### src/rtl/cfgp_pkg.sv
package cfgp_pkg;

  localparam int DW = 32;

  // Writable bits of the address register: enable plus bus/dev/fn/offset.
  localparam logic [DW-1:0] ADDR_KEEP_MASK = 32'h80FF_FFFC;

  localparam int EN_BIT   = 31;
  localparam int BUS_LSB  = 16;
  localparam int DEV_LSB  = 11;
  localparam int FN_LSB   = 8;
  localparam int OFS_LSB  = 2;

  typedef enum logic [1:0] {
    ST_IDLE = 2'd0,
    ST_WAIT = 2'd1,
    ST_ACK  = 2'd2
  } seq_state_t;

endpackage

### src/rtl/cfgp_addr_reg.sv
module cfgp_addr_reg
  import cfgp_pkg::*;
(
  input  logic          clk,
  input  logic          rst,
  input  logic          wr_stb,
  input  logic [3:0]    be,
  input  logic [DW-1:0] wdata,
  output logic [DW-1:0] q
);

  logic full_dword;
  assign full_dword = &be;

  always_ff @(posedge clk) begin
    if (rst) begin
      q <= '0;
    end else if (wr_stb && full_dword) begin
      q <= wdata & ADDR_KEEP_MASK;
    end
  end

  AST_PART_WR_KEEP: assert property (@(posedge clk) disable iff (rst)
    (wr_stb && !full_dword) |=> $stable(q)) else $error("partial write changed address register");

endmodule

### src/rtl/cfgp_timer.sv
module cfgp_timer #(
  parameter int LIMIT = 16
) (
  input  logic clk,
  input  logic rst,
  input  logic run,
  output logic expire
);

  localparam int CW = (LIMIT < 2) ? 1 : $clog2(LIMIT + 1);
  localparam logic [CW-1:0] LAST = CW'(LIMIT - 1);

  logic [CW-1:0] cnt;

  always_ff @(posedge clk) begin
    if (rst || !run) begin
      cnt <= '0;
    end else if (cnt != LAST) begin
      cnt <= cnt + 1'b1;
    end
  end

  assign expire = run && (cnt == LAST);

  AST_TMR_BOUND: assert property (@(posedge clk) disable iff (rst)
    cnt <= LAST) else $error("timeout counter overran");

endmodule

### src/rtl/cfgp_seq.sv
module cfgp_seq
  import cfgp_pkg::*;
#(
  parameter int              IO_AW     = 16,
  parameter logic [IO_AW-1:0] ADDR_PORT = 16'h0CF8
) (
  input  logic             clk,
  input  logic             rst,
  input  logic             io_req,
  input  logic             io_we,
  input  logic [IO_AW-3:0] io_addr,
  input  logic [3:0]       io_be,
  input  logic [DW-1:0]    io_wdata,
  input  logic             cfg_en,
  input  logic [DW-1:0]    addr_rdback,
  input  logic             cfg_rsp,
  input  logic [DW-1:0]    cfg_rdata,
  input  logic             tmo,
  output logic             addr_wr,
  output logic             busy,
  output logic             io_ack,
  output logic [DW-1:0]    io_rdata,
  output logic             cfg_req,
  output logic             cfg_we,
  output logic [DW-1:0]    cfg_wdata
);

  localparam logic [IO_AW-1:0] DATA_PORT = ADDR_PORT + IO_AW'(4);
  localparam logic [IO_AW-3:0] ADDR_DW   = ADDR_PORT[IO_AW-1:2];
  localparam logic [IO_AW-3:0] DATA_DW   = DATA_PORT[IO_AW-1:2];

  seq_state_t state;
  logic hit_addr, hit_data, go_target;

  assign hit_addr  = (io_addr == ADDR_DW);
  assign hit_data  = (io_addr == DATA_DW);
  assign go_target = hit_data && (&io_be) && cfg_en;
  assign addr_wr   = (state == ST_IDLE) && io_req && io_we && hit_addr;
  assign busy      = (state == ST_WAIT);

  always_ff @(posedge clk) begin
    if (rst) begin
      state     <= ST_IDLE;
      io_ack    <= 1'b0;
      io_rdata  <= '0;
      cfg_req   <= 1'b0;
      cfg_we    <= 1'b0;
      cfg_wdata <= '0;
    end else begin
      io_ack <= 1'b0;
      case (state)
        ST_IDLE: begin
          if (io_req) begin
            if (go_target) begin
              cfg_req   <= 1'b1;
              cfg_we    <= io_we;
              cfg_wdata <= io_wdata;
              state     <= ST_WAIT;
            end else begin
              io_ack   <= 1'b1;
              io_rdata <= hit_addr ? addr_rdback : '1;
              state    <= ST_ACK;
            end
          end
        end
        ST_WAIT: begin
          if (cfg_rsp) begin
            cfg_req  <= 1'b0;
            io_ack   <= 1'b1;
            io_rdata <= cfg_rdata;
            state    <= ST_ACK;
          end else if (tmo) begin
            cfg_req  <= 1'b0;
            io_ack   <= 1'b1;
            io_rdata <= '1;
            state    <= ST_ACK;
          end
        end
        default: begin
          state <= ST_IDLE;
        end
      endcase
    end
  end

  AST_ACK_PULSE: assert property (@(posedge clk) disable iff (rst)
    io_ack |=> !io_ack) else $error("io_ack wider than one cycle");

  AST_REQ_HOLD: assert property (@(posedge clk) disable iff (rst)
    (cfg_req && !cfg_rsp && !tmo) |=> cfg_req) else $error("request dropped early");

  AST_REQ_DROP: assert property (@(posedge clk) disable iff (rst)
    (cfg_req && cfg_rsp) |=> (!cfg_req && io_ack)) else $error("response not completed");

endmodule

### src/rtl/cfg_port_bridge.sv
module cfg_port_bridge
  import cfgp_pkg::*;
#(
  parameter int               IO_AW      = 16,
  parameter logic [IO_AW-1:0] ADDR_PORT  = 16'h0CF8,
  parameter int               TMO_CYCLES = 16
) (
  input  logic             clk,
  input  logic             rst,
  input  logic             io_req,
  input  logic             io_we,
  input  logic [IO_AW-3:0] io_addr,
  input  logic [3:0]       io_be,
  input  logic [31:0]      io_wdata,
  output logic             io_ack,
  output logic [31:0]      io_rdata,
  output logic             cfg_req,
  output logic             cfg_we,
  output logic [7:0]       cfg_bus,
  output logic [4:0]       cfg_dev,
  output logic [2:0]       cfg_fn,
  output logic [5:0]       cfg_reg,
  output logic [31:0]      cfg_wdata,
  input  logic             cfg_rsp,
  input  logic [31:0]      cfg_rdata
);

  logic [DW-1:0] addr_q;
  logic          addr_wr, busy, tmo, cfg_en;

  assign cfg_en  = addr_q[EN_BIT];
  assign cfg_bus = addr_q[BUS_LSB +: 8];
  assign cfg_dev = addr_q[DEV_LSB +: 5];
  assign cfg_fn  = addr_q[FN_LSB  +: 3];
  assign cfg_reg = addr_q[OFS_LSB +: 6];

  cfgp_addr_reg u_addr (
    .clk    (clk),
    .rst    (rst),
    .wr_stb (addr_wr),
    .be     (io_be),
    .wdata  (io_wdata),
    .q      (addr_q)
  );

  cfgp_timer #(.LIMIT(TMO_CYCLES)) u_tmr (
    .clk    (clk),
    .rst    (rst),
    .run    (busy),
    .expire (tmo)
  );

  cfgp_seq #(.IO_AW(IO_AW), .ADDR_PORT(ADDR_PORT)) u_seq (
    .clk         (clk),
    .rst         (rst),
    .io_req      (io_req),
    .io_we       (io_we),
    .io_addr     (io_addr),
    .io_be       (io_be),
    .io_wdata    (io_wdata),
    .cfg_en      (cfg_en),
    .addr_rdback (addr_q),
    .cfg_rsp     (cfg_rsp),
    .cfg_rdata   (cfg_rdata),
    .tmo         (tmo),
    .addr_wr     (addr_wr),
    .busy        (busy),
    .io_ack      (io_ack),
    .io_rdata    (io_rdata),
    .cfg_req     (cfg_req),
    .cfg_we      (cfg_we),
    .cfg_wdata   (cfg_wdata)
  );

  AST_REQ_NEEDS_EN: assert property (@(posedge clk) disable iff (rst)
    $rose(cfg_req) |-> cfg_en) else $error("request issued while disabled");

  AST_NO_REQ_PARTIAL: assert property (@(posedge clk) disable iff (rst)
    $rose(cfg_req) |-> ($past(io_be) == 4'hF)) else $error("request from partial access");

  AST_ADDR_STABLE_BUSY: assert property (@(posedge clk) disable iff (rst)
    (cfg_req && $past(cfg_req)) |-> $stable(addr_q)) else $error("fields moved under request");

endmodule

### config.mk
export PLATFORM = sky130hd
export DESIGN_NAME = cfg_port_bridge
export DESIGN_NICKNAME = d
export VERILOG_FILES = /design/src/rtl/cfgp_pkg.sv /design/src/rtl/cfgp_addr_reg.sv /design/src/rtl/cfgp_timer.sv /design/src/rtl/cfgp_seq.sv /design/src/rtl/cfg_port_bridge.sv
export SDC_FILE = /design/constraint.sdc
export NUM_CORES = 1
export LEC_CHECK = 0
export BUFFER_PORTS_ARGS = -buffer_cell sky130_fd_sc_hd__buf_2
export CORE_UTILIZATION = 31
export DETAILED_ROUTE_END_ITERATION = 8
export SETUP_SLACK_MARGIN = 0.5
export SLEW_MARGIN = 30
export SYNTH_ARGS = -nofsm -noshare
export SYNTH_HDL_FRONTEND = slang
export SYNTH_SLANG_ARGS = --single-unit
### constraint.sdc
create_clock -name clk -period 2.6 [get_ports clk]
set_input_delay 0.39 -clock clk [delete_from_list [all_inputs] [get_ports clk]]
set_output_delay 0.39 -clock clk [all_outputs]
set_load 0.03 [all_outputs]
==> key figures, run 1 <==
Worst setup path
  • Worst r2r path cells: 9
  • CP Launch Type: register
  • Critical Path Start: u_tmr.cnt[1]$_SDFFE_PP0P_
  • Setup slack, reg-to-reg: approximately 550 ps
  • CP Max Fanout: 8
  • Required time of the critical path: 2880 ps
  • Crit path to: u_seq.io_rdata[26]$_SDFFE_PP0P_
  • FF-to-FF Start: u_tmr.cnt[1]$_SDFFE_PP0P_
  • CP endpoint kind: register
  • FF-to-FF End: u_seq.io_rdata[26]$_SDFFE_PP0P_
  • Crit Path Category: reg2reg
  • Crit path DAT: roughly 2300 ps

Timing
  • Setup violators final: 0
  • Setup TNS: 0 ps
  • Final Max Slew Viols: 0
  • Final hold slack: 291 ps
  • Fin crit period: 2050 ps
  • Period utilization: 78.7%
  • Skew final: 5.67 ps
  • Final WS setup: 553 ps
  • Slew @ Worst Pin: roughly 800 ps
  • Headroom to the max-slew limit: 46.2%
  • RSZ-0062 raised after global routing: false
  • Fmax: 0.488 GHz
  • Final hold vios: 0

Pwr
  • Psw: 857 uW
  • Internal power: 2630 uW
  • Clock Power Share: 42.6%
  • Switch share: 24.5%
  • Combinational share of power: 12.7%
  • Power per cell area: just under 600 nW/um^2
  • Leak: 0.00267 uW
  • Worst VDD drop: 0.365 mV
  • Part of the power in registers: 44.8%

Synth
  • Syn Nets: 626
  • Unique masters post-synth: 37
  • Mapped Area: 4450 um^2
  • Ys Warns: 0
  • EDFF count, synth: 0
  • Synth area leaders: dfxtp_1 44%, a21oi_1 10%, mux2i_1 7.4%, o21ai_0 7.3%, nand3_1 6.5%
  • Yosys reg bits: between 90 and 100
  • Mean Syn Cell Area: 8.29 um^2
  • Post-Syn Instances: 537
  • Ys async rst share: 0%
  • Leading area contributor after synthesis: dfxtp_1
  • Main synth FF type: dfxtp_1
  • Register area share after synthesis: a little over two fifths
  • Share of the synthesized area in the top cell type: between 40% and 50%

Cells and area
  • Share of layout cells above drive strength 1: between 30% and 40%
  • Filler cells: 1380
  • ANT cells: 0
  • P&R area growth vs syn: 34.5%
  • NumNets Final: between 700 and 800

Route
  • Final WL: 14.1 mm
  • Routed len/inst: 16.2 um
  • First-pass iteration count of the detailed router: 7
  • Vias: roughly 4600
  • First DRT Iteration DRCs: approximately 280
  • DR vias/cell: 5.22
  • DRC: 0
  • Detail Route Antenna Nets: 0

Global routing
  • Vias in the first global route: ~4300
  • Grt ovf: 0
  • Initial antenna violation count: 0
  • Largest net degree at the start of global routing: slightly above 90
  • Tot GR Track Use: around a fifth
  • First-pass GRT wire length: 22.3 mm

Floorplan
  • Die span in x: approximately 120 um
  • Core area: 13900 um^2
  • Row count: 43
  • I/O pins: 176
  • Die area: 14900 um^2
  • Starting Density: 32.0%
  • Die height: 122 um

Clocking
  • Clock transition at path regs: roughly 70 ps
  • CTS tree: built
  • Clk root buf: clkbuf_16
  • Max H-tree Level: 3
  • Worst skew pair latency: around 350 ps
  • TritonCTS Sinks: 97
  • Longest Clk Path Bufs: 2
  • Cts bufs inserted: 9
  • CTS Hold Bufs: 0

Status
  • Status: finished, final reports clean

Job
  • Max Cap Violations: 0

Placement
  • Gpl congestion: 0.810
  • Post-DP HPWL: 9.74 mm
  • Port bufs: 175
  • Pre-CTS WS: 254 ps

Worst hold path
  • Hold crit path type: in2reg
## synth_stat cells, types with 2 or more instances
cell type,instances
dfxtp_1,97
a21oi_1,89
o21ai_0,65
nand3_1,58
clkbuf_1,50
inv_1,34
mux2i_1,33
nand2b_1,32
o41ai_1,23
nor3_1,8
nand2_1,4
nand4_1,4
nor2_1,4
buf_6,3
or3_1,3
a31oi_1,2
and2_1,2
and3_1,2
and4_1,2
ha_1,2
nor2b_1,2
or4_1,2
xor2_1,2
## power by group through the flow
| stage | combinational, uW | sequential, uW | clock (uW) |
|---|---|---|---|
| final | 442 | 1560 | 1490 |
| after floorplan | 153 | 1690 | 0 |
| after global routing | 475 | 1570 | 1590 |
| after global placement | 397 | 1600 | 0 |
| after CTS | 441 | 1560 | 1520 |
| after detailed placement | 404 | 1600 | 0 |
## flip-flops by register name, indices dropped and copies added, names as in the netlist
name             count
u_addr.q            23
u_seq.cfg_req        1
u_seq.cfg_wdata     32
u_seq.cfg_we         1
u_seq.io_ack         1
u_seq.io_rdata      32
u_seq.state          2
u_tmr.cnt            5
## critical path, cell delays in order, from the launching register on
cell and delay, ps:
dfxtp_2 340, ha_4 150, and3_4 180, ha_4 160
or3b_4 370, o211a_4 160, o31ai_4 70, buf_12 180
buf_12 150, mux2i_4 220
## cell families (layout without fill, tap and decap cells)
logic type      count (synthesis)  after routing  share of synthesized area, %
simple gates                  129            129                          16.5
fa+ha+maj                       2              2                         0.562
xor+xnor                        3              3                         0.590
flops                          97             97                          43.6
compound gates                184            184                          23.3
buf+inv                        89            245                          8.03
mux                            33             33                          7.42
## layout by cell type (no fill, tap or decap), drive strengths merged, types with 3 or more instances in the layout
cell    instances
nand3          58
nor2            4
o41ai          23
a21oi          89
nand2           4
o21ai          65
inv            34
nand4           4
nand2b         32
clkbuf         13
mux2i          33
nor3            8
dfxtp          97
or3             3
buf           196
## metal layers
metal | vias up | GRT usage, % | part of all wire, %
li1 | 2221 | - | -
met1 | 2122 | 25.9 | 45
met2 | 195 | 30.0 | 45
met3 | 23 | 4.17 | 6.6
met4 | 0 | 9.80 | 2.6
met5 | - | 0 | 0
## repair_timing
action,4_1_cts,5_1_grt
gates cloned,3,0
buffers inserted,3,1
pin swaps,1,1
setup endpoints to repair,32,27
gates resized for setup,9,4
## per-stage QoR
| step | util [%] | area, um^2 | std cells | power, uW |
|---|---|---|---|---|
| 6_report | 43.0 | 5990 | 873 | 3490 |
| 5_1_grt | 43.0 | 5990 | 873 | 3630 |
| 2_1_floorplan | - | 4480 | 537 | 1840 |
| 3_3_place_gp | 39.3 | 5480 | 851 | 1990 |
| 4_1_cts | 42.7 | 5950 | 872 | 3530 |
| 3_5_place_dp | 39.3 | 5480 | 851 | 2000 |
## cell type report
class | count | area (um^2) | share of cell area (%)
inverter | 34 | 128 | 2.13
sequential | 97 | 1940 | 32.5
clock buffer | 13 | 270 | 4.51
tap | 180 | 225 | 3.76
clock inverter | 2 | 60.1 | 1.00
multi-input combinational | 351 | 2230 | 37.2
timing repair buffer | 196 | 1130 | 18.9
## worst min path at each step
stage | start | end | slack, ps | cells past startpoint
CTS | io_wdata[0] | u_seq.cfg_wdata[0]$_SDFFE_PP0P_ | 270 | 3
global placement | u_seq.cfg_wdata[5]$_SDFFE_PP0P_ | u_seq.cfg_wdata[5]$_SDFFE_PP0P_ | 450 | 2
finish | io_wdata[0] | u_seq.cfg_wdata[0]$_SDFFE_PP0P_ | 290 | 3
floorplan | u_addr.q[31]$_SDFFE_PP0P_ | u_addr.q[31]$_SDFFE_PP0P_ | 480 | 2
global route | io_wdata[24] | u_seq.cfg_wdata[24]$_SDFFE_PP0P_ | 290 | 3
detailed placement | u_seq.cfg_wdata[25]$_SDFFE_PP0P_ | u_seq.cfg_wdata[25]$_SDFFE_PP0P_ | 460 | 2
Power figures use the tool's default switching activity.
==> run 2: changes to the inputs <==
- clock period: 2.6 -> 1.74 ns (I/O delays scaled with it)
==> run 2 against run 1 <==
Net effect:
- the flow now finishes with violations (negative setup slack)
- critical path type unchanged
- final area increased by 20%
- fmax rose by 2.0%
- worst hold slack worse by 110 ps
- clock power increased by 41%
==> key figures, run 2 (synthesis results as in run 1) <==
Route
  • DRC: 0
  • First DRT Iteration DRCs: 260
  • First-pass iteration count of the detailed router: 4
  • Final WL: 16.0 mm
  • Detail Route Antenna Nets: 0
  • Routed len/inst: between 15 and 20 um
  • DR vias/cell: 5.25
  • Vias: 4800

Global routing
  • Vias in the first global route: 4673
  • Grt ovf: 0
  • Tot GR Track Use: approximately 22%
  • Initial antenna violation count: 0
  • Largest net degree at the start of global routing: 70
  • First-pass GRT wire length: 24.8 mm

Clocking
  • Worst skew pair latency: 340 ps
  • TritonCTS Sinks: 97
  • Max H-tree Level: 3
  • Longest Clk Path Bufs: 2
  • CTS tree: built
  • Cts bufs inserted: 9
  • Clock transition at path regs: 70 ps
  • Clk root buf: clkbuf_16
  • CTS Hold Bufs: 0

Worst setup path
  • Worst r2r path cells: 9
  • FF-to-FF End: u_seq.io_rdata[12]$_SDFFE_PP0P_
  • Critical Path Start: u_tmr.cnt[1]$_SDFFE_PP0P_
  • CP endpoint kind: register
  • Crit Path Category: reg2reg
  • FF-to-FF Start: u_tmr.cnt[1]$_SDFFE_PP0P_
  • Required time of the critical path: 2010 ps
  • CP Max Fanout: 8
  • Crit path DAT: about 2300 ps
  • Setup slack, reg-to-reg: -270 ps
  • CP Launch Type: register

Pwr
  • Worst VDD drop: 0.510 mV
  • Part of the power in registers: 45.5%
  • Combinational share of power: 13.5%
  • Switch share: 25.1%
  • Internal power: between 3000 and 4000 uW
  • Psw: roughly 1300 uW
  • Clock Power Share: 41.0%
  • Final Power: around 5100 uW
  • Leak: 0.00304 uW
  • Power per cell area: 711 nW/um^2

Timing
  • Fin crit period: 2010 ps
  • Final hold vios: 0
  • Final Max Slew Viols: 0
  • Fmax: 0.498 GHz
  • Skew final: 5.02 ps
  • Headroom to the max-slew limit: 54.5%
  • Final WS setup: -267 ps
  • Setup violators final: 81
  • RSZ-0062 raised after global routing: true
  • Slew @ Worst Pin: a little under 700 ps
  • Period utilization: 115%

Floorplan
  • I/O pins: about 180
  • Starting Density: 32.0%
  • Die span in x: around 120 um
  • Die height: 122 um
  • Die area: 14900 um^2
  • Row count: 43
  • Core area: 13900 um^2

Status
  • Failing checks: negative setup slack
  • Status: finished, violations left

Cells and area
  • ANT cells: 0
  • Area occupied by multi-input gates: between 2000 and 3000 um^2
  • Most common cell after layout, fill and taps aside: buf_2
  • Fin cells: 914
  • Filler cells: 1315
  • NumNets Final: 818
  • Biggest regs: u_seq.cfg_wdata x32, u_seq.io_rdata x32, u_addr.q x23
  • P&R area growth vs syn: 61.7%
  • Sequential cell area: 1970 um^2
  • Most frequent cells in the layout: 150 x buf_2, 77 x dfxtp_1, 67 x a21oi_1
  • Share of layout cells above drive strength 1: 51.0%

Worst hold path
  • Hold-critical path depth: 3
  • Min-Delay Startpoint: io_wdata[1]
  • Hold crit path type: in2reg
  • Hold endpoint: u_seq.cfg_wdata[1]$_SDFFE_PP0P_

Placement
  • Gpl congestion: between 0.8 and 0.9
  • Post-DP HPWL: 10.0 mm
  • Post-placement cell count: between 800 and 900
  • Port bufs: 175

Job
  • Max Cap Violations: 0
-- run 2: changes by cell type in the layout (fill, tap and decap cells not counted), moves of 14 or more --
cell / previous run / this run
o21ai_0: 65 / 9
buf_6: 0 / 14
buf_4: 16 / 36
a21oi_2: 0 / 22
buf_2: 174 / 150
dfxtp_2: 2 / 20
a21oi_1: 89 / 67
o21ai_2: 0 / 45
dfxtp_1: 95 / 77
-- run 2: what timing repair did --
action / CTS / global route
buffers inserted: 12 / 5
endpoints found under the setup margin: 104 / 113
resized for setup: 128 / 95
pin swaps: 42 / 39
gates cloned: 12 / 1
-- run 2: metrics by stage --
step                setup TNS [ps]  util [%]  instance area, um^2  hold slack (ps)  worst slack (ps)
CTS                         -11080      48.4                 6750              158              -253
floorplan                   -16410         -                 4570              413              -295
global route                -17340      51.7                 7200              177              -332
detailed placement          -29320      41.2                 5740              463              -428
global placement            -26530      41.2                 5740              455              -357
finish                      -13890      51.7                 7200              176              -267
-- run 2: worst max path at each step --
stage          cells past startpoint                               to  slack [ps]
3_5_place_dp                       6  u_seq.io_rdata[31]$_SDFFE_PP0P_        -430
5_1_grt                            9  u_seq.io_rdata[23]$_SDFFE_PP0P_        -330
3_3_place_gp                       6  u_seq.io_rdata[20]$_SDFFE_PP0P_        -360
2_1_floorplan                      6   u_seq.io_rdata[0]$_SDFFE_PP0P_        -290
6_report                           9  u_seq.io_rdata[12]$_SDFFE_PP0P_        -270
4_1_cts                            9   u_seq.io_rdata[0]$_SDFFE_PP0P_        -250
-- run 2: critical path, cell delays in order, from the launching register on --
cell and delay (ps):
dfxtp_2 330, ha_4 150, and3_4 180, ha_4 150, or3b_4 380, o211a_4 160
o31ai_4 90, buf_12 170, buf_16 140, mux2i_1 180
-- run 2: power by group through the flow --
stage | Combinational [uW] | Sequential, uW | Clock (uW)
final | 690 | 2330 | 2100
after detailed placement | 628 | 2380 | 0
after global routing | 742 | 2340 | 2240
after global placement | 617 | 2380 | 0
after floorplan | 232 | 2530 | 0
after CTS | 676 | 2330 | 2140
-- run 2: cell type report --
type	instances	area share [%]
repair buffers	236	25.6
multi-input cells	351	37.9
flip-flops and latches	97	27.3
clock buffers	13	3.34
inverters	34	1.77
well taps	180	3.13
clock inverters	3	0.903
-- run 2: layer usage --
layer	vias up	part of all wire [%]	track usage [%]
met2	132	49	35.6
met4	0	2.2	8.87
met3	23	5.0	3.79
met5	-	0	0
li1	2320	-	-
met1	2325	43	27.9
